## config.mk

```make
export PLATFORM = sky130hd
export DESIGN_NAME = msr_status_top
export DESIGN_NICKNAME = d
export VERILOG_FILES = /design/src/rtl/msr_pkg.sv /design/src/rtl/msr_sync.sv /design/src/rtl/msr_delta.sv /design/src/rtl/msr_irq.sv /design/src/rtl/msr_status_top.sv
export SDC_FILE = /design/constraint.sdc
export NUM_CORES = 1
export LEC_CHECK = 0
export CORE_AREA = 4 4 41 43
export DETAILED_ROUTE_END_ITERATION = 16
export DIE_AREA = 0 0 45 47
export PLACE_DENSITY = 0.73
export SYNTH_ARGS = -nofsm -noshare
export SYNTH_HDL_FRONTEND = slang
export SYNTH_SLANG_ARGS = --single-unit
export TNS_END_PERCENT = 100
```

## constraint.sdc

```tcl
create_clock -name clk -period 3.2 [get_ports clk]
set_input_delay 0.8 -clock clk [delete_from_list [all_inputs] [get_ports clk]]
set_output_delay 0.8 -clock clk [all_outputs]
set_load 0.005 [all_outputs]
```

## src/rtl/msr_pkg.sv

```systemverilog
package msr_pkg;

  localparam int NUM_LINES = 4;

  // Bit order of the lines inside each nibble of the status value.
  localparam int LN_CTS = 0;
  localparam int LN_DSR = 1;
  localparam int LN_RI  = 2;
  localparam int LN_DCD = 3;

  // Lines whose flag reacts to a rising edge only.
  localparam logic [NUM_LINES-1:0] RISE_ONLY_MASK = 4'b0100;

  // Change event for one line: either edge, or rising edge only.
  function automatic logic line_event(input logic prev_l,
                                      input logic cur_l,
                                      input logic rise_only);
    if (rise_only) return cur_l & ~prev_l;
    return cur_l ^ prev_l;
  endfunction

  // Assemble the register value: levels above, flags below.
  function automatic logic [2*NUM_LINES-1:0] pack_status(input logic [NUM_LINES-1:0] lvl,
                                                         input logic [NUM_LINES-1:0] flg);
    return {lvl, flg};
  endfunction

endpackage

```

## src/rtl/msr_sync.sv

```systemverilog
module msr_sync #(
  parameter int WIDTH  = 4,
  parameter int STAGES = 2
) (
  input  logic             clk,
  input  logic             rst_n,
  input  logic [WIDTH-1:0] din,
  output logic [WIDTH-1:0] dout
);

  logic [WIDTH-1:0] pipe [STAGES];

  always_ff @(posedge clk or negedge rst_n) begin
    if (!rst_n) pipe[0] <= '0;
    else        pipe[0] <= din;
  end

  for (genvar s = 1; s < STAGES; s++) begin : g_stage
    always_ff @(posedge clk or negedge rst_n) begin
      if (!rst_n) pipe[s] <= '0;
      else        pipe[s] <= pipe[s-1];
    end
  end

  assign dout = pipe[STAGES-1];

endmodule

```

## src/rtl/msr_delta.sv

```systemverilog
module msr_delta
  import msr_pkg::*;
#(
  parameter int                LINES     = NUM_LINES,
  parameter logic [LINES-1:0]  RISE_MASK = RISE_ONLY_MASK,
  parameter int                SETTLE    = 3
) (
  input  logic             clk,
  input  logic             rst_n,
  input  logic [LINES-1:0] lvl,
  input  logic             clr,
  output logic [LINES-1:0] flags,
  output logic [LINES-1:0] evt,
  output logic             armed
);

  localparam int CW = $clog2(SETTLE + 1);
  localparam logic [CW-1:0] SETTLE_C = CW'(SETTLE);

  logic [CW-1:0]    settle_cnt;
  logic [LINES-1:0] prev_lvl;

  always_ff @(posedge clk or negedge rst_n) begin
    if (!rst_n)                   settle_cnt <= '0;
    else if (settle_cnt != SETTLE_C) settle_cnt <= settle_cnt + 1'b1;
  end

  assign armed = (settle_cnt == SETTLE_C);

  // Previous sample follows the synchronised level from the start, so
  // when detection arms it already equals the lines' present levels.
  always_ff @(posedge clk or negedge rst_n) begin
    if (!rst_n) prev_lvl <= '0;
    else        prev_lvl <= lvl;
  end

  for (genvar i = 0; i < LINES; i++) begin : g_line
    assign evt[i] = armed & line_event(prev_lvl[i], lvl[i], RISE_MASK[i]);

    // A new event wins over a clear on the same edge.
    always_ff @(posedge clk or negedge rst_n) begin
      if (!rst_n) flags[i] <= 1'b0;
      else        flags[i] <= (flags[i] & ~clr) | evt[i];
    end
  end

endmodule

```

## src/rtl/msr_irq.sv

```systemverilog
module msr_irq #(
  parameter int LINES = 4
) (
  input  logic [LINES-1:0] flags,
  input  logic             en,
  output logic             req
);

  assign req = en & (|flags);

endmodule

```

## src/rtl/msr_status_top.sv

```systemverilog
module msr_status_top
  import msr_pkg::*;
#(
  parameter int SYNC_STAGES = 2
) (
  input  logic       clk,
  input  logic       rst_n,
  input  logic       cts_i,
  input  logic       dsr_i,
  input  logic       ri_i,
  input  logic       dcd_i,
  input  logic       rd_stb_i,
  input  logic       irq_en_i,
  output logic [7:0] status_o,
  output logic       irq_o
);

  localparam int SETTLE = SYNC_STAGES + 1;

  logic [NUM_LINES-1:0] pin_raw;
  logic [NUM_LINES-1:0] pin_sync;
  logic [NUM_LINES-1:0] line_flag;
  logic [NUM_LINES-1:0] line_evt;
  logic                 armed;

  always_comb begin
    pin_raw         = '0;
    pin_raw[LN_CTS] = cts_i;
    pin_raw[LN_DSR] = dsr_i;
    pin_raw[LN_RI]  = ri_i;
    pin_raw[LN_DCD] = dcd_i;
  end

  msr_sync #(
    .WIDTH  (NUM_LINES),
    .STAGES (SYNC_STAGES)
  ) u_sync (
    .clk   (clk),
    .rst_n (rst_n),
    .din   (pin_raw),
    .dout  (pin_sync)
  );

  msr_delta #(
    .LINES     (NUM_LINES),
    .RISE_MASK (RISE_ONLY_MASK),
    .SETTLE    (SETTLE)
  ) u_delta (
    .clk   (clk),
    .rst_n (rst_n),
    .lvl   (pin_sync),
    .clr   (rd_stb_i),
    .flags (line_flag),
    .evt   (line_evt),
    .armed (armed)
  );

  msr_irq #(
    .LINES (NUM_LINES)
  ) u_irq (
    .flags (line_flag),
    .en    (irq_en_i),
    .req   (irq_o)
  );

  assign status_o = pack_status(pin_sync, line_flag);

endmodule

```

Word-level counts from Yosys, hierarchy flattened. Cells that the tools add are included.

Output and inout bits: 9. Logic and storage cells: 31. Bits of input ports: 8. Flip-flop bits (word level): 18.

Reductions and logical operators: 1. Add/sub/neg operators: 1. Equality and inequality tests: 2. Bitwise gates (word level): 19.

Operator list (count): $and A1 B1 Y1 (10); $or A1 B1 Y1 (4); $reduce_or A4 Y1 (1); $xor A1 B1 Y1 (3); $add A2 B1 Y2 const B (1); $eq A2 B2 Y1 const B (1); $ne A2 B2 Y1 const B (1); $not A1 Y1 (2).

Longest topological paths before layout. Gate-level depths: netlist of run 1.

Depth after elaboration: 4. Gate-level depth with buffers: 2. Gate-level depth less buffers: 2.

Hierarchy. From an unflattened synthesis of run 1, not the netlist that was laid out.

Cells, all modules: 39. Area, all modules: 638.1 um^2.

Modules (own cells, without submodules): msr_delta (times used 1, seq. area each 250.2 um^2, cells an instance 26, area an instance 396.6 um^2); msr_sync (times used 1, seq. area each 200.2 um^2, cells an instance 12, area an instance 230.2 um^2); msr_irq (times used 1, seq. area each 0.0 um^2, cells an instance 1, area an instance 11.3 um^2).

Worst setup path before layout of run 1. Ideal clock, no wire load.

Path type: in2out. Start point: in irq_en_i. End point: out irq_o. Cell stages on the path: 1. Path buffers: 0. Required time: 2.400 ns. Slack: 1.471 ns. Data arrival time: 0.929 ns. Path through: o41a_1.

Cells in the longest elaborated chain, start to end: 1.

Ends and longest elaborated chain: start: declaration (RTL line msr_status_top.sv:13) `input logic irq_en_i,`; $and A1 B1 Y1 (RTL line msr_irq.sv:9) `assign req = en & (|flags);`; end: declaration (RTL line msr_status_top.sv:15) `output logic irq_o`.

Every way passes these cells.

Worst setup path in the final report of run 1. Same ends and word-level chain as after synthesis.

==> impl_metrics.yaml, run 1 <==
timing:
  setup_tns_ps: 0
  worstMarginPinSlew_ps: 755
  skew_ps: 2.15
  fin_crit_ps: 2680
  timing.final.crit_share_pct: 83.7
  maxSlewViolCount: 0
  relSlewSlack_pct: 49.5
  rsz0062_at_grt: "false"
  finalSetupViolCount: 0
  hold_viol: 0
  hold_ws_ps: 355
  fmax_mhz: 373
routing:
  initialDrtViolationCount: 3
  vias: 316
  drt_wl_total_um: 883
  ant_nets: 0
  wl_per_cell_um: 13.4
  viasPerCell: 4.79
  post-route-drc-count: 0
  dr.pass1.iters: 2
power_and_ir_drop:
  clockPowerShare_pct: 31.0
  internal_power_uw: 338
  p_leak_uw: 0.000338
  peakVddDrop_v: 0.000243
  switching_share_pct: 19.6
  p_comb_share_pct: 9.7
  p_per_area_mw_per_mm2: 538
  p_sw_uw: 82.3
  p_total_uw: 420
  p_seq_share_pct: 59.3
grt:
  grt_pass1_wl_um: 1480
  grtUsageTotal_pct: 10.1
  grt_pass1_vias: 353
  grt_max_degree: 19
  antenna_found_initial: 0
  grt_overflow: 0
final_layout:
  layout-drive-gt1-share_pct: 9.80
  nets: 61
  area_growth_pct: 31.1
  n_fill_cell: 102
  antenna_cells: 0
synth:
  yosys.area.top_type: "dfrtp_1"
  syn_inst: 35
  synth_area_leaders: "dfrtp_1 76%, buf_4 5.0%, xor2_1 4.4%"
  synth_nets: 44
  avgSynthCellArea_sq_um: 17.0
  ys_seq_area_share_pct: 75.6
  synthesis.area_sq_um: 596
  synth.top_cell.area_share_pct: 75.6
  synth_warnings: 0
  ys_seq_elements: 18
  ys_types: 11
setup_path:
  required_ps: 2400
  cpMostUsedCell: "clkdlybuf4s50_1"
  crit_chain: "clkdlybuf4s50_1, o41a_1, clkdlybuf4s50_1"
  critPathSlowestCell: "clkdlybuf4s50_1"
  path_class: "input pin to output pin"
  worstPathMaxFanout: 1
  critical_path_arrival_ps: 1880
  start_kind: "input pin"
  endpoint_kind: "output pin"
  max_stage_delay_ps: 490
clock_network:
  ctsHtreeMaxLevel: 1
  path_clk_slew_ps: 90
  postCtsHoldBufs: 0
  cts_resized: 0
  cts_tree: "built"
  cts.path.max_buffers: 2
  insertion_delay_ps: 280
  cts_sinks: 18
  cts_root_buffer: "clkbuf_4"
  post_cts_buffers: 0
  cts_buffers: 3
floorplanning:
  initial_utilization_pct: 45.8
  die_area_sq_mm: 0.00212
  num_rows: 13
  die_w_um: 45
  ioPinCount: 17
  core_area_sq_mm: 0.00130
  die_h_um: 47
status:
  outcome: "finished, final reports clean"
job:
  cap_violations: 0
placement:
  io_buffers: 16
  globalplace.congestion: 0.778
hold_path:
  hp-class: "register to register"
## cells by family after synthesis
group           share of synthesized area [%]
compound gates                           8.19
xor+xnor                                 5.88
fa+ha+maj                                2.10
buf+inv                                  6.30
flops                                    75.6
mux                                      1.89
## worst paths after layout
path,start,end,slack [ps],cells past startpoint
hold / removal,u_sync.pipe[6],u_sync.dout[2],360,0
min in group asynchronous,rst_n,u_delta.flags[3],960,1
setup reg to reg,u_delta.settle_cnt[0],u_delta.settle_cnt[1],2050,2
max in group asynchronous,rst_n,u_delta.settle_cnt[1],1770,1
setup / recovery,irq_en_i,irq_o,520,3
hold reg to reg,u_sync.pipe[6],u_sync.dout[2],360,0
## critical path, delay by kind of cell
| kind | cells | cell delay, ps |
|---|---|---|
| AO/OA/AOI/OAI | 1 | 130 |
| buffers and inverters | 2 | 950 |
## cells in the final DEF, fill, tap and decap left out
cell	n
clkbuf_4	3
mux2_1	1
a32o_1	1
o41a_1	1
a22o_2	1
clkdlybuf4s50_1	16
dfrtp_1	18
clkbuf_8	1
ha_1	1
xnor2_1	1
a22o_1	2
inv_1	2
xor2_1	3
## sequential cells by signal, indices dropped and copies added, names as in the netlist
name and cells:
u_delta.flags 4, u_delta.prev_lvl 4, u_sync.dout 4, u_sync.pipe 4, u_delta.settle_cnt 2
## per-layer routing
layer / GRT usage [%] / share of wire (%) / vias up
met5: 0 / 0 / -
met4: 5.26 / 0.68 / 0
met3: 2.68 / 9.7 / 2
met2: 19.5 / 53 / 13
met1: 9.63 / 37 / 157
li1: - / - / 144
## power by group through the flow
stage                     clock (uW)  sequential, uW  combinational [uW]
final                            130             249                40.8
after global routing             148             251                44.1
after CTS                        138             249                41.8
after detailed placement           0             254                41.8
after global placement             0             252                40.6
after floorplan                    0             252                12.9
## synthesized netlist by cell type
cell	count
a22o_1	2
a22o_2	1
a32o_1	1
buf_4	4
dfrtp_1	18
ha_1	1
inv_1	2
mux2_1	1
o41a_1	1
xnor2_1	1
xor2_1	3
## metrics by stage
| step | area [sq um] | instances | setup slack [ps] | util, % |
|---|---|---|---|---|
| floorplan | 596 | 35 | 1470 | - |
| global placement | 744 | 62 | 524 | 57.2 |
| detailed placement | 744 | 62 | 515 | 57.2 |
| CTS | 781 | 66 | 519 | 60.0 |
| global route | 781 | 66 | 506 | 60.0 |
| finish | 781 | 66 | 522 | 60.0 |
## final cells by class
class                   instances  area, sq um  share of cell area, %
flip-flops and latches         18          450                   57.7
multi-input cells              11          108                   13.8
inverters                       2         7.51                  0.962
well taps                      15         18.8                   2.40
clock buffers                   4         36.3                   4.65
repair buffers                 16          160                   20.5
(Power assumes the default switching activity.)
==> inputs of run 2 (changes only) <==
--- a/config.mk
+++ b/config.mk
@@ -5,10 +5,10 @@
 export SDC_FILE = /design/constraint.sdc
 export NUM_CORES = 1
 export LEC_CHECK = 0
-export CORE_AREA = 4 4 41 43
+export CORE_MARGIN = 4
+export CORE_UTILIZATION = 39
 export DETAILED_ROUTE_END_ITERATION = 16
-export DIE_AREA = 0 0 45 47
-export PLACE_DENSITY = 0.73
+export PLACE_DENSITY = 0.67
 export SYNTH_ARGS = -nofsm -noshare
 export SYNTH_HDL_FRONTEND = slang
 export SYNTH_SLANG_ARGS = --single-unit
==> constraint.sdc (replaced) <==
create_clock -name clk -period 2.3 [get_ports clk]
set_input_delay 0.575 -clock clk [delete_from_list [all_inputs] [get_ports clk]]
set_output_delay 0.575 -clock clk [all_outputs]
set_load 0.005 [all_outputs]
==> run 2 against run 1 <==
Net effect: utilization decreased by 2.7 points; via count increased by 6.0%; final area increased by 0.32%; hold slack improved by 3.6 ps; power increased by 39%; register-to-register slack got worse by 920 ps; clock skew about the same; count of clock-buffer cells in the layout unchanged; largest cell class unchanged; highest routed layer unchanged.
==> impl_metrics.yaml, run 2 (same netlist as run 1, synthesis figures left out) <==
status:
  outcome: "finished, final reports clean"
routing:
  post-route-drc-count: 0
  dr.pass1.iters: 1
  ant_nets: 0
  initialDrtViolationCount: 0
  vias: 335
  viasPerCell: 5.08
  drt_wl_total_um: 954
  wl_per_cell_um: 14.5
timing:
  maxSlewViolCount: 0
  hold_viol: 0
  worstMarginPinSlew_ps: 749
  finalSetupViolCount: 0
  setup_tns_ps: 0
  skew_ps: 1.84
  fin_crit_ps: 1880
  relSlewSlack_pct: 49.9
  fmax_mhz: 533
  rsz0062_at_grt: "false"
  timing.final.crit_share_pct: 81.5
final_layout:
  layout-drive-gt1-share_pct: 9.80
  layout_commonest_cell: "dfrtp_1"
  layout_common_cells: "18 x dfrtp_1, 15 x clkdlybuf4s50_1, 3 x xor2_1, 3 x clkbuf_4"
  area_growth_pct: 31.5
  antenna_cells: 0
  nets: 61
power_and_ir_drop:
  p_comb_share_pct: 9.8
  p_sw_uw: 114
  internal_power_uw: 469
  clockPowerShare_pct: 30.8
  p_total_uw: 583
  peakVddDrop_v: 0.000529
  p_per_area_mw_per_mm2: 745
  switching_share_pct: 19.6
  p_seq_share_pct: 59.4
  p_leak_uw: 0.000347
hold_path:
  hp-class: "register to register"
  hp-start: "u_sync.pipe[5]"
  whs_path_depth: 0
  hold_end: "u_sync.dout[1]"
setup_path:
  start_kind: "input pin"
  reg2reg_slack_ps: 1130
  worst_r2r_endpoint: "u_delta.settle_cnt[1]"
  worstPathMaxFanout: 1
  rr_startpoint: "u_delta.settle_cnt[0]"
  critical_path_arrival_ps: 1300
  path_class: "input pin to output pin"
  required_ps: 1730
  endpoint_kind: "output pin"
  rr_worst_depth: 2
clock_network:
  post_cts_buffers: 0
  cts.path.max_buffers: 2
  path_clk_slew_ps: 90
  postCtsHoldBufs: 0
  cts_sinks: 18
  cts_tree: "built"
  cts_buffers: 3
  cts_root_buffer: "clkbuf_4"
  cts_resized: 0
  insertion_delay_ps: 270
  ctsHtreeMaxLevel: 1
grt:
  grt_pass1_wl_um: 1700
  grtUsageTotal_pct: 11.6
  grt_pass1_vias: 409
  grt_max_degree: 19
  grt_overflow: 0
  antenna_found_initial: 0
floorplanning:
  die_area_sq_mm: 0.00222
  ioPinCount: 17
  initial_utilization_pct: 43.6
  num_rows: 13
  die_w_um: 47.1
  die_h_um: 47.1
  core_area_sq_mm: 0.00137
placement:
  io_buffers: 16
  globalplace.congestion: 0.725
job:
  cap_violations: 0
## run 2: cell type report
class / instances / area (sq um)
Timing Repair Buffer: 16 / 163
Clock buffer: 4 / 36.3
Sequential cell: 18 / 450
Inverter: 2 / 7.51
Fill cell: 123 / 583
Tap cell: 15 / 18.8
Multi-Input combinational cell: 11 / 108
## run 2: per-stage QoR
| stage | util [%] | cell area (sq um) | setup WS (ps) | hold slack (ps) | cells |
|---|---|---|---|---|---|
| final | 57.3 | 783 | 425 | 359 | 66 |
| after CTS | 57.1 | 781 | 32.7 | 362 | 66 |
| after global placement | 54.5 | 744 | 76.7 | 332 | 62 |
| after detailed placement | 54.5 | 744 | 35.6 | 339 | 62 |
| after global routing | 57.3 | 783 | 382 | 374 | 66 |
| after floorplan | - | 596 | 918 | 279 | 35 |
## run 2: how the worst max path moves through the flow
stage / from / end / slack [ps] / depth (start not counted)
floorplan: u_delta.flags[1] / irq_o / 920 / 1
global placement: irq_en_i / irq_o / 80 / 3
detailed placement: irq_en_i / irq_o / 40 / 3
CTS: irq_en_i / irq_o / 30 / 3
global route: irq_en_i / irq_o / 380 / 3
finish: irq_en_i / irq_o / 420 / 3
## run 2: per-layer routing
layer  track usage (%)  routed length, um  vias to the layer above
li1                  -                  -                      146
met1              10.9                327                      171
met2              21.1                522                       16
met3              3.83                 84                        2
met4              7.73                 20                        0
met5                 0                  0                        -
## run 2: power by group through the flow
stage | Combinational, uW | Clock, uW | Sequential [uW]
6_report | 57.0 | 180 | 346
5_1_grt | 63.4 | 205 | 349
4_1_cts | 58.8 | 188 | 347
3_5_place_dp | 58.6 | 0 | 353
3_3_place_gp | 56.7 | 0 | 351
2_1_floorplan | 18.0 | 0 | 351
## run 2: worst max-delay path: stages
cell	delay [ps]
clkdlybuf4s50_1	460
o41a_1	130
dlymetal6s2s_1	130
